$ cat src/rtl/lbl_spi_pkg.sv
// Shared definitions for the serial command port.
// Assumes op-code values are fixed by the host protocol.
package lbl_spi_pkg;
    localparam int OP_BITS = 8;

    typedef enum logic [3:0] {
        K_NONE, K_MR, K_CLR_ALL, K_SET_ALL, K_LBL_RST, K_LBL_SET,
        K_BULK_WR, K_DIV_WR, K_FIFO_RD, K_STAT_RD, K_CTRL_RD,
        K_DIV_RD, K_BULK_RD, K_CTRL_WR
    } cmd_kind_t;

    localparam logic [7:0] OPC_MR      = 8'h01;
    localparam logic [7:0] OPC_CLR_ALL = 8'h02;
    localparam logic [7:0] OPC_SET_ALL = 8'h03;
    localparam logic [7:0] OPC_LBL_RST = 8'h04;
    localparam logic [7:0] OPC_LBL_SET = 8'h05;
    localparam logic [7:0] OPC_BULK_WR = 8'h06;
    localparam logic [7:0] OPC_DIV_WR  = 8'h07;
    localparam logic [7:0] OPC_FIFO_RD = 8'h08;
    localparam logic [7:0] OPC_DIV_RD  = 8'h0A;
    localparam logic [7:0] OPC_CTRL_RD = 8'h0B;
    localparam logic [7:0] OPC_STAT_RD = 8'h0C;
    localparam logic [7:0] OPC_BULK_RD = 8'h0D;
    localparam logic [7:0] OPC_CTRL_WR = 8'h10;
endpackage

$ cat src/rtl/lbl_spi_sync.sv
// Pin synchronizer and edge finder for the SPI pins.
// Brings SCK, chip-select and MOSI into the core clock through STAGES
// flops each, so all three keep their relative timing. Produces SCK
// rise/fall pulses that are qualified by an active chip-select.
// Assumes the core clock is at least four times the SCK rate.
module lbl_spi_sync #(
    parameter int STAGES = 2
) (
    input  logic clk,
    input  logic rst_n,
    input  logic sck,
    input  logic csn,
    input  logic mosi,
    output logic cs_act,
    output logic sck_rise,
    output logic sck_fall,
    output logic si_s
);
    localparam int LANES = 3;
    localparam logic [LANES-1:0] IDLE = 3'b010; // {mosi, csn, sck}

    genvar g;
    for (g = 0; g < STAGES; g++) begin : g_st
        logic [LANES-1:0] q;
        if (g == 0) begin : g_first
            // first stage captures the raw pins
            always_ff @(posedge clk) begin
                if (!rst_n) q <= IDLE;
                else        q <= {mosi, csn, sck};
            end
        end else begin : g_next
            // later stages resample the previous stage
            always_ff @(posedge clk) begin
                if (!rst_n) q <= IDLE;
                else        q <= g_st[g-1].q;
            end
        end
    end

    logic [LANES-1:0] pins_s;
    logic             sck_last;
    assign pins_s = g_st[STAGES-1].q;

    // remember the previous synchronized SCK level for edge detection
    always_ff @(posedge clk) begin
        if (!rst_n) sck_last <= 1'b0;
        else        sck_last <= pins_s[0];
    end

    assign cs_act   = ~pins_s[1];
    assign si_s     = pins_s[2];
    assign sck_rise = cs_act &  pins_s[0] & ~sck_last;
    assign sck_fall = cs_act & ~pins_s[0] &  sck_last;
endmodule

$ cat src/rtl/lbl_spi_decode.sv
// Op-code decoder: maps an op code to its command kind, its data-field
// length in bits and whether the field flows out of the block.
// Unknown op codes decode to K_NONE with no data field.
module lbl_spi_decode
    import lbl_spi_pkg::*;
#(
    parameter int LBL_W  = 8,
    parameter int CTRL_W = 16,
    parameter int DIV_W  = 8,
    parameter int STAT_W = 8,
    parameter int WORD_W = 32,
    parameter int LEN_W  = 9
) (
    input  logic [OP_BITS-1:0] op,
    output cmd_kind_t          kind,
    output logic [LEN_W-1:0]   len,
    output logic               is_rd
);
    localparam logic [LEN_W-1:0] L_LBL  = LEN_W'(LBL_W);
    localparam logic [LEN_W-1:0] L_CTRL = LEN_W'(CTRL_W);
    localparam logic [LEN_W-1:0] L_DIV  = LEN_W'(DIV_W);
    localparam logic [LEN_W-1:0] L_STAT = LEN_W'(STAT_W);
    localparam logic [LEN_W-1:0] L_WORD = LEN_W'(WORD_W);
    localparam logic [LEN_W-1:0] L_TBL  = LEN_W'(2 ** LBL_W);

    // table of kind, field length and direction per op code
    always_comb begin
        kind  = K_NONE;
        len   = '0;
        is_rd = 1'b0;
        case (op)
            OPC_MR:      kind = K_MR;
            OPC_CLR_ALL: kind = K_CLR_ALL;
            OPC_SET_ALL: kind = K_SET_ALL;
            OPC_LBL_RST: begin kind = K_LBL_RST; len = L_LBL; end
            OPC_LBL_SET: begin kind = K_LBL_SET; len = L_LBL; end
            OPC_BULK_WR: begin kind = K_BULK_WR; len = L_TBL; end
            OPC_DIV_WR:  begin kind = K_DIV_WR;  len = L_DIV; end
            OPC_CTRL_WR: begin kind = K_CTRL_WR; len = L_CTRL; end
            OPC_FIFO_RD: begin kind = K_FIFO_RD; len = L_WORD; is_rd = 1'b1; end
            OPC_DIV_RD:  begin kind = K_DIV_RD;  len = L_DIV;  is_rd = 1'b1; end
            OPC_CTRL_RD: begin kind = K_CTRL_RD; len = L_CTRL; is_rd = 1'b1; end
            OPC_STAT_RD: begin kind = K_STAT_RD; len = L_STAT; is_rd = 1'b1; end
            OPC_BULK_RD: begin kind = K_BULK_RD; len = L_TBL;  is_rd = 1'b1; end
            default:     kind = K_NONE;
        endcase
    end
endmodule

$ cat src/rtl/lbl_spi_engine.sv
// Bit-level transaction engine. Counts SCK rises from chip-select fall,
// assembles the op code, then shifts in up to fld_len data bits and
// counts read bits on SCK falls. All event outputs are one-cycle pulses,
// registered one cycle after the synchronized edge. Chip-select release
// clears the counters and any partial data.
module lbl_spi_engine
    import lbl_spi_pkg::*;
#(
    parameter int LEN_W = 9,
    parameter int SR_W  = 16
) (
    input  logic               clk,
    input  logic               rst_n,
    input  logic               cs_act,
    input  logic               sck_rise,
    input  logic               sck_fall,
    input  logic               si_s,
    input  logic [LEN_W-1:0]   fld_len,
    input  logic               fld_is_rd,
    output logic [OP_BITS-1:0] op_code,
    output logic               op_done,
    output logic               bit_stb,
    output logic [LEN_W-1:0]   bit_idx,
    output logic               bit_val,
    output logic               fld_done,
    output logic [SR_W-1:0]    fld_data,
    output logic               rd_shift
);
    localparam logic [LEN_W-1:0] OPB = LEN_W'(OP_BITS);

    logic [LEN_W-1:0] cnt;
    logic [LEN_W-1:0] rd_left;
    logic             in_op, in_fld, last_bit;

    assign in_op    = (cnt < OPB);
    assign in_fld   = !in_op && (cnt < OPB + fld_len);
    assign last_bit = (cnt == OPB + fld_len - LEN_W'(1));
    assign rd_shift = sck_fall && (rd_left != '0);

    // shift op code and write data, raise per-bit and completion pulses
    always_ff @(posedge clk) begin
        if (!rst_n || !cs_act) begin
            cnt      <= '0;
            op_done  <= 1'b0;
            bit_stb  <= 1'b0;
            fld_done <= 1'b0;
            bit_val  <= 1'b0;
            bit_idx  <= '0;
            fld_data <= '0;
            if (!rst_n) op_code <= '0;
        end else begin
            op_done  <= 1'b0;
            bit_stb  <= 1'b0;
            fld_done <= 1'b0;
            if (sck_rise && in_op) begin
                op_code <= {op_code[OP_BITS-2:0], si_s};
                op_done <= (cnt == OPB - LEN_W'(1));
                cnt     <= cnt + LEN_W'(1);
            end else if (sck_rise && in_fld) begin
                fld_data <= {fld_data[SR_W-2:0], si_s};
                bit_stb  <= 1'b1;
                bit_idx  <= cnt - OPB;
                bit_val  <= si_s;
                fld_done <= last_bit;
                cnt      <= cnt + LEN_W'(1);
            end
        end
    end

    // count the read bits still owed to the host
    always_ff @(posedge clk) begin
        if (!rst_n || !cs_act)       rd_left <= '0;
        else if (op_done && fld_is_rd) rd_left <= fld_len;
        else if (rd_shift)           rd_left <= rd_left - LEN_W'(1);
    end
endmodule

$ cat src/rtl/lbl_spi_regif.sv
// Serial command port top. Synchronizes the SPI pins, decodes op codes,
// holds the control and divider registers, issues one-cycle strobes to
// the label table and receive FIFO, and serializes read data on MISO.
// Assumes lbl_rd_bit is a combinational lookup of lbl_rd_addr and that
// fifo_word shows the head word whenever fifo_empty is low.
module lbl_spi_regif
    import lbl_spi_pkg::*;
#(
    parameter int SYNC_STAGES = 2,
    parameter int LBL_W       = 8,
    parameter int CTRL_W      = 16,
    parameter int DIV_W       = 8,
    parameter int STAT_W      = 8,
    parameter int WORD_W      = 32
) (
    input  logic              clk,
    input  logic              rst_n,
    input  logic              spi_sck,
    input  logic              spi_csn,
    input  logic              spi_mosi,
    output logic              spi_miso,
    output logic              mr_stb,
    output logic              lbl_clr_all,
    output logic              lbl_set_all,
    output logic              lbl_wr,
    output logic [LBL_W-1:0]  lbl_wr_addr,
    output logic              lbl_wr_val,
    output logic [LBL_W-1:0]  lbl_rd_addr,
    input  logic              lbl_rd_bit,
    input  logic [WORD_W-1:0] fifo_word,
    input  logic              fifo_empty,
    output logic              fifo_pop,
    input  logic [STAT_W-1:0] stat_in,
    output logic [CTRL_W-1:0] ctrl_reg,
    output logic [DIV_W-1:0]  div_reg
);
    localparam int LEN_W = $clog2(OP_BITS + 2 ** LBL_W + 1);
    localparam int SR_W  = CTRL_W;

    logic               cs_act, sck_rise, sck_fall, si_s;
    logic [OP_BITS-1:0] op_code;
    logic               op_done, bit_stb, bit_val, fld_done, rd_shift;
    logic [LEN_W-1:0]   bit_idx, fld_len;
    logic [SR_W-1:0]    fld_data;
    logic               fld_is_rd;
    cmd_kind_t          kind;
    logic [WORD_W-1:0]  out_sr;
    logic               so_q;
    logic               unused_idx;

    assign unused_idx = &{1'b0, bit_idx[LEN_W-1:LBL_W]};

    lbl_spi_sync #(.STAGES(SYNC_STAGES)) u_sync (
        .clk(clk), .rst_n(rst_n), .sck(spi_sck), .csn(spi_csn),
        .mosi(spi_mosi), .cs_act(cs_act), .sck_rise(sck_rise),
        .sck_fall(sck_fall), .si_s(si_s)
    );

    lbl_spi_decode #(
        .LBL_W(LBL_W), .CTRL_W(CTRL_W), .DIV_W(DIV_W),
        .STAT_W(STAT_W), .WORD_W(WORD_W), .LEN_W(LEN_W)
    ) u_dec (
        .op(op_code), .kind(kind), .len(fld_len), .is_rd(fld_is_rd)
    );

    lbl_spi_engine #(.LEN_W(LEN_W), .SR_W(SR_W)) u_eng (
        .clk(clk), .rst_n(rst_n), .cs_act(cs_act), .sck_rise(sck_rise),
        .sck_fall(sck_fall), .si_s(si_s), .fld_len(fld_len),
        .fld_is_rd(fld_is_rd), .op_code(op_code), .op_done(op_done),
        .bit_stb(bit_stb), .bit_idx(bit_idx), .bit_val(bit_val),
        .fld_done(fld_done), .fld_data(fld_data), .rd_shift(rd_shift)
    );

    // command strobes toward the label table and receive FIFO
    always_ff @(posedge clk) begin
        if (!rst_n) begin
            mr_stb      <= 1'b0;
            lbl_clr_all <= 1'b0;
            lbl_set_all <= 1'b0;
            lbl_wr      <= 1'b0;
            lbl_wr_addr <= '0;
            lbl_wr_val  <= 1'b0;
            fifo_pop    <= 1'b0;
        end else begin
            mr_stb      <= op_done && (kind == K_MR);
            lbl_clr_all <= op_done && (kind == K_CLR_ALL);
            lbl_set_all <= op_done && (kind == K_SET_ALL);
            fifo_pop    <= op_done && (kind == K_FIFO_RD) && !fifo_empty;
            lbl_wr      <= 1'b0;
            if (bit_stb && kind == K_BULK_WR) begin
                lbl_wr      <= 1'b1;
                lbl_wr_addr <= ~bit_idx[LBL_W-1:0];
                lbl_wr_val  <= bit_val;
            end else if (fld_done && (kind == K_LBL_RST || kind == K_LBL_SET)) begin
                lbl_wr      <= 1'b1;
                lbl_wr_addr <= fld_data[LBL_W-1:0];
                lbl_wr_val  <= (kind == K_LBL_SET);
            end
        end
    end

    // control and divider registers, committed only on a complete field
    always_ff @(posedge clk) begin
        if (!rst_n) begin
            ctrl_reg <= '0;
            div_reg  <= '0;
        end else if (fld_done) begin
            if (kind == K_CTRL_WR) ctrl_reg <= fld_data[CTRL_W-1:0];
            if (kind == K_DIV_WR)  div_reg  <= fld_data[DIV_W-1:0];
        end
    end

    // load the read word at op-code completion and shift it on SCK falls
    always_ff @(posedge clk) begin
        if (!rst_n) begin
            out_sr <= '0;
        end else if (op_done) begin
            case (kind)
                K_FIFO_RD: out_sr <= fifo_empty ? '0 : fifo_word;
                K_STAT_RD: out_sr <= WORD_W'(stat_in)  << (WORD_W - STAT_W);
                K_CTRL_RD: out_sr <= WORD_W'(ctrl_reg) << (WORD_W - CTRL_W);
                K_DIV_RD:  out_sr <= WORD_W'(div_reg)  << (WORD_W - DIV_W);
                default:   out_sr <= '0;
            endcase
        end else if (rd_shift && kind != K_BULK_RD) begin
            out_sr <= out_sr << 1;
        end
    end

    // walk the label table downward during a bulk read
    always_ff @(posedge clk) begin
        if (!rst_n)                                lbl_rd_addr <= '1;
        else if (op_done && kind == K_BULK_RD)     lbl_rd_addr <= '1;
        else if (rd_shift && kind == K_BULK_RD)    lbl_rd_addr <= lbl_rd_addr - LBL_W'(1);
    end

    // MISO register: a read bit on each owed SCK fall, low otherwise
    always_ff @(posedge clk) begin
        if (!rst_n || !cs_act) so_q <= 1'b0;
        else if (sck_fall) begin
            if (!rd_shift)              so_q <= 1'b0;
            else if (kind == K_BULK_RD) so_q <= lbl_rd_bit;
            else                        so_q <= out_sr[WORD_W-1];
        end
    end

    assign spi_miso = so_q;
endmodule

$ cat config.mk
export PLATFORM = sky130hd
export DESIGN_NAME = lbl_spi_regif
export DESIGN_NICKNAME = d
export VERILOG_FILES = /design/src/rtl/lbl_spi_pkg.sv /design/src/rtl/lbl_spi_sync.sv /design/src/rtl/lbl_spi_decode.sv /design/src/rtl/lbl_spi_engine.sv /design/src/rtl/lbl_spi_regif.sv
export SDC_FILE = /design/constraint.sdc
export NUM_CORES = 1
export LEC_CHECK = 0
export BUFFER_PORTS_ARGS = -buffer_cell sky130_fd_sc_hd__buf_2
export CAP_MARGIN = 20
export CORE_ASPECT_RATIO = 2
export CORE_MARGIN = 8
export CORE_UTILIZATION = 25
export CTS_CLUSTER_SIZE = 10
export DETAILED_ROUTE_END_ITERATION = 10
export PLACE_DENSITY_LB_ADDON = 0.12
export SYNTH_ARGS = -nofsm -noshare
export SYNTH_HDL_FRONTEND = slang
export SYNTH_SLANG_ARGS = --single-unit
$ cat constraint.sdc
create_clock -name clk -period 3.75 [get_ports clk]
set_input_delay 0.5625 -clock clk [delete_from_list [all_inputs] [get_ports clk]]
set_output_delay 0.5625 -clock clk [all_outputs]
set_load 0.1 [all_outputs]
### Word level (Yosys, flattened, before mapping)

Index checks and enable logic that the tools add are counted.

* register bits: 140
* latch bits: 0
* RAM bits: 0
* ROM bits: 0
* input bits: 47
* output and inout bits: 47
* logic and storage cells: 134
* memories kept: 0

* add/subtract/negate cells: 6
* $mul: 0
* divide/modulo/power cells: 0
* order comparisons: 2
* equal/unequal tests: 30
* shifts and indexed selects: 0
* multiplexer cells: 23
* bitwise logic cells: 11
* reduce and logical (&&, ||, !) cells: 38

Operators by type and width (count)
* one-hot mux 32 bit (4 select lines): 1
* 2-to-1 mux 32 bit: 3
* one-hot mux 4 bit (13 select lines): 1
* == test 8 x 4 -> 1 bit, second input constant: 5
* 2-to-1 mux 8 bit: 5
* 2-to-1 mux 9 bit: 4
* one-hot mux 9 bit (4 select lines): 1
* == test 8 x 3 -> 1 bit, second input constant: 4
* == test 4 bit, second input constant: 6
* subtractor 9 x 1 -> 9 bit, second input constant: 2
* == test 4 x 3 -> 1 bit, second input constant: 4
* == test 8 x 2 -> 1 bit, second input constant: 2
* logical AND 1 bit: 15
* nonzero test 2 bit: 5
* OR reduction 2 bit: 5
* OR reduction 5 bit: 2
* adder 4 x 9 -> 9 bit, first input constant: 1
* adder 9 x 1 -> 9 bit, second input constant: 1
* == test 9 x 3 -> 1 bit, second input constant: 1
* == test 9 bit: 1
* < comparator 9 x 4 -> 1 bit, second input constant: 1
* < comparator 9 bit: 1
* nonzero test 9 bit: 1
* == test 4 x 2 -> 1 bit, second input constant: 2
* other kinds (15): 36

### Depth between registers and ports, before layout

* depth in word-level cells: 9
* gate-level depth with buffers: 15
* gate-level depth less buffers: 12

### Hierarchy

Synthesis repeated with hierarchy kept, for this count alone.

* cell total of the unflattened synthesis: 816
* area, all modules: 7399.6 µm²

Modules (own cells, without submodules)
* lbl_spi_regif: times used 1, cells each 436, area each 3985.1 µm², seq. area each 1581.5 µm²
* lbl_spi_engine: times used 1, cells each 316, area each 2890.3 µm², seq. area each 1161.1 µm²
* lbl_spi_decode: times used 1, cells each 47, area each 311.5 µm², seq. area each 0.0 µm²
* lbl_spi_sync: times used 1, cells each 17, area each 212.7 µm², seq. area each 140.1 µm²

### Least setup slack after synthesis

No wires, ideal clock.

* kind: reg-to-reg
* from: register u_eng.op_code[4]
* to: register u_eng.cnt[2]
* setup time: 70 ps
* data arrival time: 3203 ps
* required time: 3680 ps
* setup slack: 477 ps
* stages on the path, launching flop included: 15
* path buffers: 3
* clock period less this slack: 3273 ps
* cell sequence: edfxtp_1 buf_6 or4_4 buf_4 a221o_1 inv_1 ha_1 inv_1 ha_1 nor2b_1 o2111ai_1 a31oi_1 clkbuf_1 or3_1 a21oi_1

* longest elaborated chain between the ends: 8
* elaborated cells on any way between the ends: 19
* classes of those cells: add/sub: 1; order compare: 1; eq/ne: 10; mux: 1; reduce/logical: 6

Ends and longest elaborated chain
* start: declaration: RTL line lbl_spi_engine.sv:20 `output logic [OP_BITS-1:0] op_code,`
* start signal: assignment: RTL line lbl_spi_engine.sv:56 `op_code <= {op_code[OP_BITS-2:0], si_s};`
* == test 8 x 3 -> 1 bit, or another cell as far along: RTL line lbl_spi_decode.sv:31 `case (op)`
* OR reduction 5 bit (no source line) / OR reduction 2 bit (equally long branches)
* one-hot mux 9 bit (4 select lines) (*): RTL line lbl_spi_decode.sv:31
* adder 4 x 9 -> 9 bit (*): RTL line lbl_spi_engine.sv:36 `assign in_fld = !in_op && (cnt < OPB + fld_len);`
* < comparator 9 bit (*): RTL line lbl_spi_engine.sv:36
* logical AND 1 bit (*): RTL line lbl_spi_engine.sv:36
* logical AND 1 bit (*): RTL line lbl_spi_engine.sv:59 `end else if (sck_rise && in_fld) begin`
* nonzero test 2 bit (no source line) (*)
* end signal: assignment: RTL line lbl_spi_engine.sv:58 `cnt <= cnt + LEN_W'(1);`
* end signal: assignment: RTL line lbl_spi_engine.sv:65 `cnt <= cnt + LEN_W'(1);`
* end: declaration: RTL line lbl_spi_engine.sv:31 `logic [LEN_W-1:0] cnt;`

Every way passes the cells marked *; elsewhere a longest branch is shown, timed or not.
A chain may end at the register's enable or synchronous reset.

### Worst setup path in the final report

* from: register u_eng.op_code[5]
* to: register u_eng.cnt[4]

Same word-level chain as after synthesis.

==> flow_summary.json <==
{
  "yosys.area_share.xor_xnor": 0.0298,
  "die_w_um": 130,
  "htreeDepth": 4,
  "cp-startpoint": "u_eng.op_code[5]",
  "synth-async-reset-ratio": 0,
  "swShare": 0.240,
  "dpl.hpwl_mm": 15.6,
  "ir_drop_v": 0.000261,
  "post-route-drc-count": 0,
  "start_util": 0.253,
  "power.switching_uw": 813,
  "ys_types": 65,
  "cts_setup_buffers": 0,
  "dr.pass1.iters": 5,
  "rsz0062_at_grt": "no",
  "cp-start-kind": "register",
  "routed_wl_mm": 21.0,
  "placed_cell_area_sq_mm": 0.00736,
  "power_frac_comb": 0.035,
  "critPathMaxFanout": 8,
  "min_period_ps": 3250,
  "ys.flop_type": "dfxtp_1",
  "grt_pass1_wl_mm": 33.9,
  "synth_area_sq_mm": 0.00647,
  "worstSetupPathType": "register to register",
  "max-clock-path-buffers": 2,
  "ys.warnings.count": 0,
  "cap_viol_max_count": 0,
  "max-slew-margin-rel": 0.421,
  "synth_seq_area_share": 0.442,
  "clock-sinks": 139,
  "synth.largest_area_cell": "dfxtp_1",
  "arrival_ps": 3630,
  "power_frac_seq": 0.445,
  "hold_path_depth": 2,
  "cts_tree": "done",
  "power.density_mw_per_mm2": 425,
  "fp-row-count": 83,
  "clockRootBuffer": "clkbuf_16",
  "synth_simple_gate_area_frac": 0.208,
  "status": "complete, no violations",
  "timing.rr.start": "u_eng.op_code[5]",
  "die_height_um": 244,
  "final-setup-viol-count": 0,
  "muxShareOfSynthArea": 0.0512,
  "wl_met2_mm": 11.0,
  "clk_latency_ps": 440,
  "worstRegToRegCells": 12,
  "syn_nets": 782,
  "period_share": 0.867,
  "netlist.area_leader.share": 0.405,
  "setup-tns-final_ps": 0,
  "port-buffer-count": 93,
  "cts_buffers": 17,
  "p_int_mw": 2.57,
  "cp.required_ps": 4130,
  "clockPowerShare": 0.521,
  "max_clock_freq_mhz": 307,
  "fin_nets": 871,
  "drive_gt1_frac": 0.225,
  "grt.overflow.total": 0,
  "via_count": 5555,
  "synth-compound-area-share": 0.201,
  "area_growth_pct": 23.1,
  "routedWlPerCell_um": 18.0,
  "cp-end-kind": "register",
  "synth_edf_count": 8,
  "drt-initial-drc-count": 308,
  "p_leak_nw": 2.99,
  "ys_ff_latch": 139,
  "yosys-top-cells-area": "dfxtp_1 41%, mux2i_1 4.9%, nand2_1 4.7%",
  "viasPerCell": 4.76,
  "final_common_cell": "dfxtp_1",
  "fin_skew_ps": 9.39,
  "core_sq_mm": 0.0255,
  "postCtsHoldBufs": 0,
  "grt_max_degree": 69,
  "final_hold_viol_count": 0,
  "cts_resized": 0,
  "die_area_sq_mm": 0.0316,
  "synthCells": 724,
  "final_area_sq_mm": 0.00797,
  "grt_use_total": 0.140,
  "grt_pass1_vias": 5877,
  "drtAntennaViolNets": 0,
  "syn_avg_cell_area_sq_um": 8.94,
  "num_io_pins": 94,
  "largest_reg_flops": 32,
  "diodes": 0,
  "worst_pin_slew_ps": 868,
  "synth_top_family_by_area": "simple AND/OR/NAND/NOR gates",
  "hold_class": "input pin to register",
  "min_from": "spi_csn",
  "wl_met3_um": 934,
  "filler_cell_count": 2823,
  "highest_layer": "met4",
  "wl_met1_mm": 8.48,
  "synthAdderAreaFrac": 0.0213,
  "clk_pin_slew_ps": 60,
  "antenna_found_initial": 0,
  "place.gp.congestion": 0.788,
  "final_max_slew_viol_count": 0,
  "final_cell_mix": "131 x dfxtp_1, 93 x buf_2, 81 x nand2_1, 66 x nor2_1, 54 x o21ai_0"
}
[per-stage QoR]
step           power, mW  hold slack (ps)   util  worst slack [ps]  std cells
3_3_place_gp        1.66              391  0.288               542       1134
2_1_floorplan       1.60              386      -               477        724
6_report            3.38              304  0.312               497       1166
3_5_place_dp        1.66              393  0.288               524       1134
5_1_grt             3.51              303  0.312               282       1166
4_1_cts             3.44              282  0.312               495       1166
[cell type report]
cell class,instances,area (sq um),share of cell area
clock buffers,18,450,0.0565
clock inverters,14,156,0.0196
inverters,18,67.6,0.00848
multi-input cells,516,3330,0.418
flip-flops and latches,139,2860,0.359
well taps,340,425,0.0534
repair buffers,121,676,0.0848
[cells in the mapped netlist (6+ instances only)]
cell	count
a211oi_1	6
a21o_1	6
o21ai_0	54
a22oi_1	17
clkbuf_1	29
nand3_1	26
and2_1	11
or3_1	11
o221a_2	11
ha_1	11
buf_2	12
a22o_1	15
nand2b_1	8
xnor2_1	8
mux2i_1	32
nor2_1	66
dfxtp_1	131
nand4_1	7
a21oi_1	27
nand2_1	81
o21a_1	11
xor2_1	14
inv_1	18
nor3_1	8
nor3b_1	7
edfxtp_1	8
a31oi_1	18
[power by group through the flow]
stage                     clock (mW)  combinational [mW]  sequential, mW
after global placement             0               0.119            1.54
after detailed placement           0               0.118            1.54
after global routing            1.88               0.128            1.50
after CTS                       1.81               0.119            1.50
final                           1.76               0.117            1.50
after floorplan                    0              0.0628            1.53
[routing by layer]
layer	global-route usage	vias up
li1	-	2775
met1	0.149	2620
met2	0.250	125
met3	0.0385	35
met4	0.0622	0
met5	0	-
[worst max-delay path, cell delays in order (launching register included)]
cell and delay [ps]:
edfxtp_1 430, or4_4 560, a221o_1 340, inv_1 80, ha_1 210, inv_1 50
ha_1 210, nor2b_1 130, o2111ai_1 210, a31oi_1 240, buf_4 230, or3_1 340
a21oi_1 140
[path summary, 6_finish.rpt]
kind                                       endpoint  slack [ps]
worst max-delay path                   u_eng.cnt[4]         500
worst max register to register         u_eng.cnt[4]         500
worst min register to register  u_sync.g_st[1].q[1]         410
worst min-delay path            u_sync.g_st[0].q[1]         300
[kinds of logic (layout without fill, tap and decap cells)]
group / Yosys count / count (layout)
fa+ha+maj: 11 / 11
mux: 33 / 33
xor+xnor: 22 / 22
buf+inv: 69 / 171
simple gates: 262 / 262
other cells: 1 / 1
compound gates: 187 / 187
flops: 139 / 139
Power figures use the tool's default switching activity.
